<file path="config.mk">
export PLATFORM = sky130hd
export DESIGN_NAME = fifo_lvl_irq
export DESIGN_NICKNAME = d
export VERILOG_FILES = /design/src/rtl/fli_pkg.sv /design/src/rtl/fli_cond.sv /design/src/rtl/fli_sticky.sv /design/src/rtl/fifo_lvl_irq.sv
export SDC_FILE = /design/constraint.sdc
export NUM_CORES = 1
export LEC_CHECK = 0
export ABC_AREA = 1
export CAP_MARGIN = 20
export CORE_UTILIZATION = 45
export DETAILED_ROUTE_END_ITERATION = 8
export PLACE_DENSITY = 0.81
export SYNTH_ARGS = -nofsm -noshare
export SYNTH_HDL_FRONTEND = slang
export SYNTH_SLANG_ARGS = --single-unit
</file>
<file path="constraint.sdc">
create_clock -name clk -period 1.5 [get_ports clk]
set_input_delay 0.15 -clock clk [delete_from_list [all_inputs] [get_ports clk]]
set_output_delay 0.15 -clock clk [all_outputs]
set_load 0.01 [all_outputs]
</file>
<file path="src/rtl/fli_pkg.sv">
package fli_pkg;
  localparam int NB = 10;
  localparam logic [NB-1:0] IRQ_MASK = 10'h3D8;
  localparam int B_TXDA = 9;
  localparam int B_TXSF = 8;
  localparam int B_TXSL = 7;
  localparam int B_RXDR = 6;
  localparam int B_RXSF = 4;
  localparam int B_RXSL = 3;
  localparam logic [1:0] A_LVL  = 2'd0;
  localparam logic [1:0] A_EN   = 2'd1;
  localparam logic [1:0] A_STAT = 2'd2;
  localparam logic [1:0] A_BYTE = 2'd3;
  localparam logic [31:0] LVL_RST   = 32'h4800_0000;
  localparam logic [31:0] LVL_WMASK = 32'hFFFF_00FF;
  localparam logic [31:0] BYTE_PAT  = 32'h8765_4321;
endpackage

</file>
<file path="src/rtl/fli_cond.sv">
module fli_cond import fli_pkg::*; #(
  parameter int TXD_W = 16,
  parameter int TXS_DEPTH = 128,
  parameter int RXS_DEPTH = 128,
  localparam int TXS_W = $clog2(TXS_DEPTH + 1),
  localparam int RXS_W = $clog2(RXS_DEPTH + 1)
) (
  input  logic [31:0]      lvl,
  input  logic [TXD_W-1:0] txd_free,
  input  logic [TXS_W-1:0] txs_used,
  input  logic [RXS_W-1:0] rxs_used,
  input  logic             rx_drop,
  output logic [NB-1:0]    cond
);
  // payload free bytes against a threshold counted in 64-byte blocks
  function automatic logic above_blocks(input logic [TXD_W-1:0] free_b, input logic [7:0] blocks);
    return 32'(free_b) > (32'(blocks) << 6);
  endfunction

  function automatic logic above_words(input logic [15:0] used, input logic [7:0] words);
    return used > 16'(words);
  endfunction

  always_comb begin
    cond = '0;
    cond[B_TXDA] = above_blocks(txd_free, lvl[31:24]);
    cond[B_TXSL] = above_words(16'(txs_used), lvl[23:16]);
    cond[B_RXSL] = above_words(16'(rxs_used), lvl[7:0]);
    cond[B_TXSF] = (32'(txs_used) == 32'(TXS_DEPTH));
    cond[B_RXSF] = (32'(rxs_used) == 32'(RXS_DEPTH));
    cond[B_RXDR] = rx_drop;
  end
endmodule

</file>
<file path="src/rtl/fli_sticky.sv">
module fli_sticky #(
  parameter int N = 10,
  parameter logic [N-1:0] MASK = '1
) (
  input  logic         clk,
  input  logic         rst_n,
  input  logic [N-1:0] cond,
  input  logic [N-1:0] clr,
  output logic [N-1:0] rise,
  output logic [N-1:0] stat
);
  for (genvar i = 0; i < N; i++) begin : g_bit
    if (MASK[i]) begin : g_live
      logic prev_q, stat_q;
      assign rise[i] = cond[i] & ~prev_q;
      assign stat[i] = stat_q;
      always_ff @(posedge clk) begin
        if (!rst_n) begin
          prev_q <= 1'b0;
          stat_q <= 1'b0;
        end else begin
          // forgetting the history on a clear makes a held condition re-arm
          prev_q <= clr[i] ? 1'b0 : cond[i];
          stat_q <= (stat_q & ~clr[i]) | rise[i];
        end
      end
    end else begin : g_tie
      assign rise[i] = 1'b0;
      assign stat[i] = 1'b0;
    end
  end
endmodule

</file>
<file path="src/rtl/fifo_lvl_irq.sv">
module fifo_lvl_irq import fli_pkg::*; #(
  parameter int TXD_W = 16,
  parameter int TXS_DEPTH = 128,
  parameter int RXS_DEPTH = 128,
  localparam int TXS_W = $clog2(TXS_DEPTH + 1),
  localparam int RXS_W = $clog2(RXS_DEPTH + 1)
) (
  input  logic             clk,
  input  logic             rst_n,
  input  logic             wr_en,
  input  logic             rd_en,
  input  logic [1:0]       addr,
  input  logic [31:0]      wdata,
  output logic [31:0]      rdata,
  input  logic [TXD_W-1:0] txd_free,
  input  logic [TXS_W-1:0] txs_used,
  input  logic [RXS_W-1:0] rxs_used,
  input  logic             rx_drop,
  output logic             irq
);
  logic [31:0]   lvl_q;
  logic [NB-1:0] en_q;
  logic [NB-1:0] cond_vec, rise_vec, clr_vec, stat_vec;
  logic [31:0]   rdata_q;
  logic          irq_q;
  logic          wr_lvl, wr_en_reg, wr_stat;

  assign wr_lvl    = wr_en && (addr == A_LVL);
  assign wr_en_reg = wr_en && (addr == A_EN);
  assign wr_stat   = wr_en && (addr == A_STAT);
  assign clr_vec   = wr_stat ? (wdata[NB-1:0] & IRQ_MASK) : '0;

  fli_cond #(.TXD_W(TXD_W), .TXS_DEPTH(TXS_DEPTH), .RXS_DEPTH(RXS_DEPTH)) u_cond (
    .lvl(lvl_q), .txd_free(txd_free), .txs_used(txs_used),
    .rxs_used(rxs_used), .rx_drop(rx_drop), .cond(cond_vec)
  );

  fli_sticky #(.N(NB), .MASK(IRQ_MASK)) u_sticky (
    .clk(clk), .rst_n(rst_n), .cond(cond_vec), .clr(clr_vec),
    .rise(rise_vec), .stat(stat_vec)
  );

  always_ff @(posedge clk) begin
    if (!rst_n) begin
      lvl_q <= LVL_RST;
      en_q  <= '0;
    end else begin
      if (wr_lvl)    lvl_q <= wdata & LVL_WMASK;
      if (wr_en_reg) en_q  <= wdata[NB-1:0] & IRQ_MASK;
    end
  end

  always_ff @(posedge clk) begin
    if (!rst_n) begin
      rdata_q <= '0;
    end else if (rd_en) begin
      unique case (addr)
        A_LVL:   rdata_q <= lvl_q;
        A_EN:    rdata_q <= 32'(en_q);
        A_STAT:  rdata_q <= 32'(stat_vec);
        default: rdata_q <= BYTE_PAT;
      endcase
    end
  end

  always_ff @(posedge clk) begin
    if (!rst_n) irq_q <= 1'b0;
    else        irq_q <= |(stat_vec & en_q);
  end

  assign rdata = rdata_q;
  assign irq   = irq_q;
endmodule

</file>
-- Word-level counts from Yosys, hierarchy flattened
Index checks and enable logic that the tools add are counted.
- bits in registers: 75
- bits in latches: 0
- RAM bits: 0
- ROM bits: 0
- input bits: 71
- output and inout port bits: 33
- word-level logic and storage cells: 68
- memories kept: 0
- $add $sub $neg: 0
- multiply operators: 0
- divide/modulo/power cells: 0
- magnitude comparators: 3
- equal/unequal tests: 4
- shifts and indexed selects: 0
- muxes and demuxes: 2
- bitwise operators: 32
- reductions and logical operators: 11
- operator list (operator ; number):
    case mux 32 bit (3 select lines) ; 1
    equality test 8 bit (second input constant) ; 2
    > comparator 16 x 14 -> 1 bit ; 1
    > comparator 8 bit ; 2
    inverter 1 bit ; 13
    AND 1 bit ; 12
    OR reduction 2 bit ; 6
    AND 10 bit ; 1
    two-way mux 10 bit ; 1
    OR reduction 10 bit ; 1
    bitwise OR 1 bit ; 6
    logical AND 1 bit ; 3
    equality test 2 x 1 -> 1 bit (second input constant) ; 1
    equality test 2 bit (second input constant) ; 1
    zero test 2 bit ; 1

-- Logic depth before layout (Yosys ltp)
Gate-level depths: netlist (run 1).
- word-level depth: 6
- depth in mapped cells: 11
- mapped depth without buffers: 11

-- Cells and area by module
From an unflattened synthesis (run 1), not the netlist that was laid out.
- cell total of the unflattened synthesis: 538
- area, all modules: 3758.6 sq um
- modules (own cells, without submodules) (module ; times used ; cells an instance ; area each (sq um)):
    fifo_lvl_irq ; 1 ; 323 ; 2412.3
    fli_cond ; 1 ; 139 ; 805.8
    fli_sticky ; 1 ; 76 ; 540.5

-- Least setup slack after synthesis (run 1)
No wires, ideal clock.
- kind: flip-flop to flip-flop
- start: register lvl_q[31]
- end: register u_sticky.g_bit[9].g_live.stat_q
- setup time: 0.113 ns
- arrival: 1.132 ns
- path slack: 0.255 ns
- stages on the path, launching flop included: 9
- period minus slack after synthesis: 1.245 ns
- path through: dfxtp_1 -> inv_1 -> ha_1 -> nand2_1 -> nor2_1 -> and2_1 -> nand3_1 -> nand3_1 -> nand2_1
- word-level cells in the longest chain between the ends: 3
- ends and longest elaborated chain (element ; line ; RTL):
    start: declaration ; fifo_lvl_irq.sv:21 ; logic [31:0] lvl_q;
    start signal: assignment ; fifo_lvl_irq.sv:48 ; if (wr_lvl) lvl_q <= wdata & LVL_WMASK;
    > comparator 16 x 14 -> 1 bit ; fli_cond.sv:17 ; return 32'(free_b) > (32'(blocks) << 6);
    AND 1 bit ; fli_sticky.sv:15 ; assign rise[i] = cond[i] & ~prev_q;
    bitwise OR 1 bit ; fli_sticky.sv:24 ; stat_q <= (stat_q & ~clr[i]) | rise[i];
    end signal: assignment ; fli_sticky.sv:24 ;
    end: declaration ; fli_sticky.sv:14 ; logic prev_q, stat_q;
Every way passes these cells.
A chain may end at the register's enable or synchronous reset.

-- Worst setup path after layout (run 1)
- start: register rdata_q[3], in the netlist rdata[3]
- end: output port rdata[3]
- RTL lines (element ; line ; RTL):
    start: declaration ; fifo_lvl_irq.sv:24 ; logic [31:0] rdata_q;
    start signal: assignment ; fifo_lvl_irq.sv:58 ; A_LVL: rdata_q <= lvl_q;
    start signal: assignment ; fifo_lvl_irq.sv:59 ; A_EN: rdata_q <= 32'(en_q);
    start signal: assignment ; fifo_lvl_irq.sv:60 ; A_STAT: rdata_q <= 32'(stat_vec);
    end: declaration ; fifo_lvl_irq.sv:14 ; output logic [31:0] rdata,
No word-level cell between the ends.

==> results by stage, run 1 <==
Status:
- The run finished with clean final reports.

Layout:
- The fraction of the core area covered by cells at the end of the flow is 64.9%.
- The share of layout cells above drive strength 1 is under 10%.
- The synthesis-to-layout area growth is 40.1%.
- In the final design database the tool counted 658 nets.
- The repair_antennas step left the layout with diodes totalling 0.
- The design area is roughly 0.0047 mm².

Yosys:
- In this run, synthesis inferred 0 flip-flops with an integrated enable.
- The fraction of registers with async set/reset is 0%.
- The share of the synthesized area in the top cell type is a little over two fifths.
- In this run, synthesis produced a sequential element count of 70.
- The number of distinct standard cells referenced by the synthesized netlist is 26.
- In the post-synthesis netlist, the biggest area contributors are dfxtp_1, nand2_1, ha_1.
- The gate count of the mapped netlist is 454.
- nand2_1 is the most common cell in the netlist.
- The warning count from the yosys run is 0.
- The register area share after synthesis is 41.9%.
- The average instance area after synthesis is ~7.4 µm².
- The commonest cells after synthesis are nand2_1, dfxtp_1, inv_1.
- In this run the cell area of the synthesized design comes to ~0.0033 mm².
- Among all flip-flop cells after synthesis, the most frequent one is dfxtp_1.
- The most area-hungry cell type in the Yosys netlist is dfxtp_1.

CTS:
- TritonCTS built the clock tree.
- The source-to-sink clock delay at the later pin of the worst-skew pair is around 0.35 ns.
- In this run the clock root is driven by a clkbuf_8.
- The H-tree level count is 3.
- The CTS sink count is 70.
- Buffers inserted to repair hold after CTS numbered 0.
- Counting along the longest clock path gives a buffer depth of 2.
- Buffers inserted during clock tree synthesis total 9.
- Gates resized during post-CTS repair numbered 0.
- The post-CTS repair timing setup buffer count is 0.
- The post-CTS clock slew at the launch and capture registers of the worst setup and hold paths is roughly 0.070 ns.

Detailed routing:
- The via-per-instance ratio is ~5.0.
- The routed length per instance is approximately 13 µm.
- The via total after detailed routing is around 3300.
- The DRC marker count from the first detailed-route iteration is ~120.
- The remaining antenna violation count is 0.
- The DRC violations left is 0.
- The number of optimization iterations in the first detailed-route pass is 4.
- The routed design has 8790 µm of wire.

Placed design:
- Routability-driven placement finished with a final weighted congestion of ~0.87.
- The detailed placement HPWL is roughly 6600 µm.
- Once placement finished, the instance area stood at roughly 0.0044 mm².
- During placement, the flow inserted port buffers numbering around 90.

STA:
- The clock period could shrink to 1.40 ns.
- The final period utilization is around 93%.
- The total count of max-transition violations in the final report came to 0.
- The number of endpoints failing setup at the final stage is 0.
- Setup repair after global routing left no endpoint under its margin.
- Hold is met by between 0.3 and 0.4 ns.
- On the final layout, the worst clock skew is 0.00882 ns.
- The count of final hold-check violations is 0.
- Derived from the worst setup path, the maximum achievable clock frequency is around 0.72 GHz.

Worst setup path:
- The worst setup path is captured at an output port.
- Together, buffers and inverters on the worst path number 1.
- The worst-path maximum fanout is 2.
- STA classifies the critical path startpoint as a flop.
- The category of the most critical setup path is reg -> out.
- STA puts the critical path data required time at between 1 and 1.5 ns.
- In this run the critical register-to-register path is launched from lvl_q[31]$_SDFFE_PN0P_.
- The cell with the biggest individual delay on the critical path is clkdlybuf4s50_1.
- On the worst path, the slowest cell contributes a delay of ~0.54 ns.
- The arrival time at the worst endpoint is approximately 1.3 ns.
- The setup slack on the worst flop-to-flop path is 0.15 ns.
- The signal on the critical path passes through clkdlybuf4s50_1.
- In this design, the largest share of critical-path delay is due to buffers and inverters.
- In this run the critical register-to-register path is captured at u_sticky.g_bit[9].g_live.prev_q$_SDFF_PP0_.
- Measured in cells, the most critical reg-to-reg path has a length of 9.

Floorplanning:
- The initial core utilization is between 40% and 50%.
- From bottom edge to top edge, the die measures approximately 90 µm.
- The number of top-level pins is 104.
- The floorplan die area is just under 0.008 mm².
- After floorplanning, the core was divided into 31 placement rows.
- The die span in x is roughly 88 µm.
- In this run the standard cell core region covers 0.00721 mm².

Min path:
- The worst hold path belongs to the class in -> reg.
- The worst hold path begins at rx_drop.
- The worst hold path terminates at u_sticky.g_bit[6].g_live.prev_q$_SDFF_PP0_.
- The hold path depth is 3.

Global route:
- The first global-routing pass estimated 14000 µm of wire.
- The overall routing resource usage is 23.7%.
- The number of antenna violations at the first check in global routing is 0.
- Entering global routing, the biggest net connects 28 pins.
- The number of global-route vias before repair was between 3000 and 4000.
- For this run the aggregate overflow at the end of global routing stands at 0.

Power and ir drop:
- The power density relative to cell area is between 900 and 1000 mW/mm².
- VDD sags by at most between 0.0007 and 0.0008 V.
- Overall power consumption after layout is estimated at 4660 µW.
- In this run the static leakage power is 0.00202 µW.

Run:
- The max-capacitance violation count is 0.
[cell usage in the layout (no fill, tap or decap), drive strengths merged, types with 3 or more instances in the layout]
master         netlist  final
o21ai               38     38
nor4                 4      4
a31oi               12     12
inv                 57     59
dfxtp               70     70
nand2              120    120
clkdlybuf4s50        0     91
bufinv               0      3
clkbuf               0     10
conb                 1      5
a22o                 3      3
nand3               14     14
buf                 20     18
nor2                33     33
ha                  28     28
a21oi               43     43
[state kept, by name (all words and copies together), names as in the netlist]
signal	count
irq	1
lvl_q	24
en_q	6
rdata	27
u_sticky.g_bit.g_live.stat_q	6
u_sticky.g_bit.g_live.prev_q	6
[worst max path at each step]
stage	from	endpoint	slack [ns]	depth (start not counted)
after floorplan	lvl_q[31]$_SDFFE_PN0P_	u_sticky.g_bit[9].g_live.stat_q$_SDFF_PN0_	0.26	8
after global placement	addr[1]	rdata[21]$_SDFFE_PN0P_	-0.11	7
after detailed placement	addr[1]	lvl_q[6]$_SDFFE_PN0P_	-0.18	7
after CTS	rdata[18]$_SDFFE_PN0P_	rdata[18]	0.02	1
after global routing	lvl_q[31]$_SDFFE_PN0P_	u_sticky.g_bit[9].g_live.stat_q$_SDFF_PN0_	0.01	9
final	rdata[3]$_SDFFE_PN0P_	rdata[3]	0.10	1
[worst min-delay path: cells and delay by family]
kind          cells  cell delay, ns
buf+inv           2            0.45
simple gates      1            0.08
[per-stage QoR]
step	std cells	worst slack, ns	TNS [ns]
after floorplan	458	0.255	0
after global placement	647	-0.112	-3.86
after detailed placement	647	-0.179	-6.84
after CTS	663	0.0211	0
after global routing	663	0.0125	0
final	663	0.101	0
[routing by layer]
layer  GRT usage (%)  wire (µm)  up-vias
met5               0          0        -
met4            6.30        131        0
met3            6.60        599       17
met2            44.4       4520      114
met1            26.0       3540     1539
li1                -          -     1673
[power breakdown]
group | leakage, µW | internal, µW | switching, µW
combinational | 0.00132 | 379 | 350
clock | 0.000127 | 1160 | 752
sequential | 0.000573 | 1960 | 62.3
[kinds of logic after synthesis]
kind of cell	after synthesis	synth area share, %
fa+ha+maj	28	10.5
other cells	1	0.112
simple gates	177	21.2
flops	70	41.9
buf+inv	78	10.2
compound gates	100	16.1
[layout make-up]
type,instances,area [µm²]
inverter,58,218
timing repair buffer,110,1070
sequential,70,1400
clock inverter,6,116
clock buffer,10,138
fill,642,2530
multi-input combinational,310,1620
tap,99,124
Note: power is estimated with default switching activity, not from simulation.
==> inputs of run 2 (changes only) <==
==> constraint.sdc (replaced) <==
create_clock -name clk -period 1.3 [get_ports clk]
set_input_delay 0.13 -clock clk [delete_from_list [all_inputs] [get_ports clk]]
set_output_delay 0.13 -clock clk [all_outputs]
set_load 0.01 [all_outputs]
==> run 2 against run 1 <==
Compared with the run above: the flow now finishes with violations (negative setup slack); count of clock-buffer cells in the layout up 3; register-to-register slack worse by 0.26 ns; die area unchanged; hold slack worse by 0.019 ns; first-iteration DRC count up 35%; combinational power up 40%; routed wire length up 15%; power up 16%; critical path depth up 9; sequential power up 16%; final cell count up 2.7%; largest cell class unchanged; flip-flop and latch count unchanged; critical endpoint is now u_sticky.g_bit[9].g_live.stat_q$_SDFF_PN0_.
==> results by stage, run 2 (synthesis results as in run 1) <==
Layout:
- Compared with the post-synthesis result, the final layout area differs by 53.1%.
- Leaving out fill and tap cells, the most frequent cells in the layout are nand2_1, clkdlybuf4s50_1, dfxtp_1.
- The flip-flop count of the largest register, all copies and words added is 27 (unchanged).
- The share of layout cells above drive strength 1 came to 21.3% (+14 points).
- The library cell used most frequently in the layout, excluding fill and tap cells, is nand2_1.
- The number of nets in the final layout is 676 (+2.7%).
- The design area was 0.00512 mm² (+9.3%).
- The number of antenna diodes came to 0 (unchanged).
- The final-layout fill cell count is 542 (-16%).

Global route:
- The wire length of the first global-routing pass was 14300 µm (+2.2%).
- The overall routing resource usage came to 24.1% (+0.44 points).
- The number of antenna violations at the first check in global routing is 0 (unchanged).
- The number of global-route vias before repair is 3264 (+1.4%).
- The pin count of the biggest net entering global routing is 31 (+11%).
- The sum of overflow across all layers after global routing was 0 (unchanged).

Status:
- The flow ran to the end, but the final reports show violations.
- The final reports fail on negative setup slack.

Floorplanning:
- The die span in x came to 88.2 µm (unchanged).
- The number of top-level pins is 104 (unchanged).
- The initial core utilization is 46.3% (unchanged).
- The floorplan die area is 0.00778 mm² (unchanged).
- The floorplan die height was 88.2 µm (unchanged).
- The number of core rows was 31 (unchanged).
- The area of the placeable core is 0.00721 mm² (unchanged).

CTS:
- The maximum clock insertion buffer count is 2 (unchanged).
- The source-to-sink clock delay at the later pin of the worst-skew pair is 0.34 ns (about the same).
- The H-tree level count is 3 (unchanged).
- TritonCTS built the clock tree.
- The clock buffer count from CTS is 9 (unchanged).
- The number of buffers inserted for hold repair after clock tree synthesis is 0 (unchanged).
- The CTS root buffer is clkbuf_8.
- The CTS sink count was 70 (unchanged).
- The post-CTS clock slew at the launch and capture registers of the worst setup and hold paths came to 0.08 ns (about the same).

Detailed routing:
- The DRC marker count from the first detailed-route iteration was 155 (+35%).
- The via total after detailed routing is 3506 (+4.9%).
- The final wirelength is 10100 µm (+15%).
- The via-per-instance ratio was 5.15 (+2.1%).
- The DRC violations left is 0 (unchanged).
- The routed length per instance is 14.8 µm (+12%).
- The number of optimization iterations in the first detailed-route pass is 5 (+1).
- The remaining antenna violation count is 0 (unchanged).

STA:
- The total count of max-transition violations in the final report is 0 (unchanged).
- The count of final hold-check violations came to 0 (unchanged).
- The number of endpoints failing setup at the final stage is 2 (+2).
- The highest clock rate is roughly 0.71 GHz.
- The shortest clock period the worst path allows after layout is between 1 and 1.5 ns.
- The post-route setup TNS is -0.209 ns (-0.209 ns).
- The worst hold slack is 0.360 ns (-0.0186 ns).
- Setup repair after global routing could not meet its margin everywhere.
- The worst setup skew after layout is 0.00735 ns (-0.00147 ns).
- The worst-case setup margin in the final layout came to -0.114 ns (-0.215 ns).
- In the finished design, the share of the clock period the worst path needs comes to 109%.

Placed design:
- The worst slack after detailed placement is -0.390 ns (-0.211 ns).
- The port buffer count is 92 (unchanged).
- The detailed placement HPWL is 6410 µm (-3.3%).
- The routability congestion estimate is 0.905 (+3.7%).
- The placed standard-cell area is 0.00452 mm² (+2.1%).

Run:
- The max-capacitance violation count was 0 (unchanged).

Worst setup path:
- The worst-path maximum fanout is 2 (unchanged).
- The critical path is of the reg -> reg type.
- The required arrival time at the worst endpoint is 1.54 ns (+0.19 ns).
- The arrival time at the worst endpoint is 1.66 ns (+0.41 ns).
- The capturing element type of the critical path is a flop.
- The kind of start point of the critical path is a flop.

Power and ir drop:
- The total power draw is 5410 µW (+16%).
- The power density relative to cell area is 1060 mW/mm² (+6.2%).
- The leakage power is 0.00226 µW (+12%).
- The worst IR drop on VDD is 0.000752 V (-1.2%).

Min path:
- The path class of the tightest hold or removal check is in -> reg.
[run 2: cell count changes in the layout (fill, tap and decap cells not counted), moves of 4 or more]
cell             before  now
ha_1                 28   13
nand3_2               0    4
buf_4                17   29
inv_1                54   45
nand2_1             120  110
nor2_1               32   27
dfxtp_2               0   20
clkdlybuf4s50_1      91   63
nand2_2               0    8
inv_2                 3   11
dlygate4sd2_1         0   28
nand3_1              14   10
dfxtp_1              70   50
ha_4                  0   14
[run 2: final timing paths]
kind,end,depth (start not counted),from,slack [ns]
worst max-delay path,u_sticky.g_bit[9].g_live.stat_q$_SDFF_PN0_,10,lvl_q[28]$_SDFFE_PN0P_,-0.11
worst min-delay path,en_q[8]$_SDFFE_PN0P_,3,wdata[8],0.36
worst max register to register,u_sticky.g_bit[9].g_live.stat_q$_SDFF_PN0_,10,lvl_q[28]$_SDFFE_PN0P_,-0.11
worst min register to register,u_sticky.g_bit[6].g_live.stat_q$_SDFF_PN0_,1,u_sticky.g_bit[6].g_live.prev_q$_SDFF_PP0_,0.43
[run 2: stage by stage]
| stage | std cells | utilization (%) |
|---|---|---|
| after floorplan | 458 | - |
| after global placement | 656 | 62.6 |
| after detailed placement | 656 | 62.6 |
| after CTS | 672 | 66.5 |
| after global routing | 681 | 70.9 |
| final | 681 | 70.9 |
[run 2: metal layers]
layer  global-route usage, %  wire, µm  vias up
met5                       0         0        -
met4                    7.92       187        0
met3                    4.52       626       18
met2                    44.1      5350      143
met1                    28.2      3920     1634
li1                        -         -     1711
[run 2: cell type report]
type	count	area [µm²]	area share (%)
Multi-Input combinational cell	310	1890	36.9
Clock buffer	13	169	3.30
Timing Repair inverter	1	7.51	0.147
Tap cell	99	124	2.42
Clock inverter	3	65.1	1.27
Timing Repair Buffer	127	1210	23.7
Sequential cell	70	1430	27.9
Inverter	58	224	4.38
[run 2: worst max-delay path, cell delays in order (launching register included)]
cell,delay (ns)
dfxtp_2,0.33
inv_1,0.05
ha_1,0.30
nand2_2,0.11
inv_1,0.06
nand2_1,0.09
nand2_1,0.08
nand2_2,0.07
nand3_2,0.08
nand3_1,0.09
nand2_1,0.05
[run 2: timing repair]
action | 4_1_cts | 5_1_grt
setup endpoints to repair | 45 | 52
cloned | 0 | 2
buffers inserted | 0 | 7
pin swaps | 5 | 21
gates resized for setup | 46 | 62
[run 2: power breakdown]
part           total [µW]  internal (µW)  switching (µW)  leakage (µW)
Combinational        1020            522             501       0.00156
Clock                2050           1240             809      0.000120
Sequential           2340           2270            77.1      0.000580
Total                5410           4020            1390       0.00226
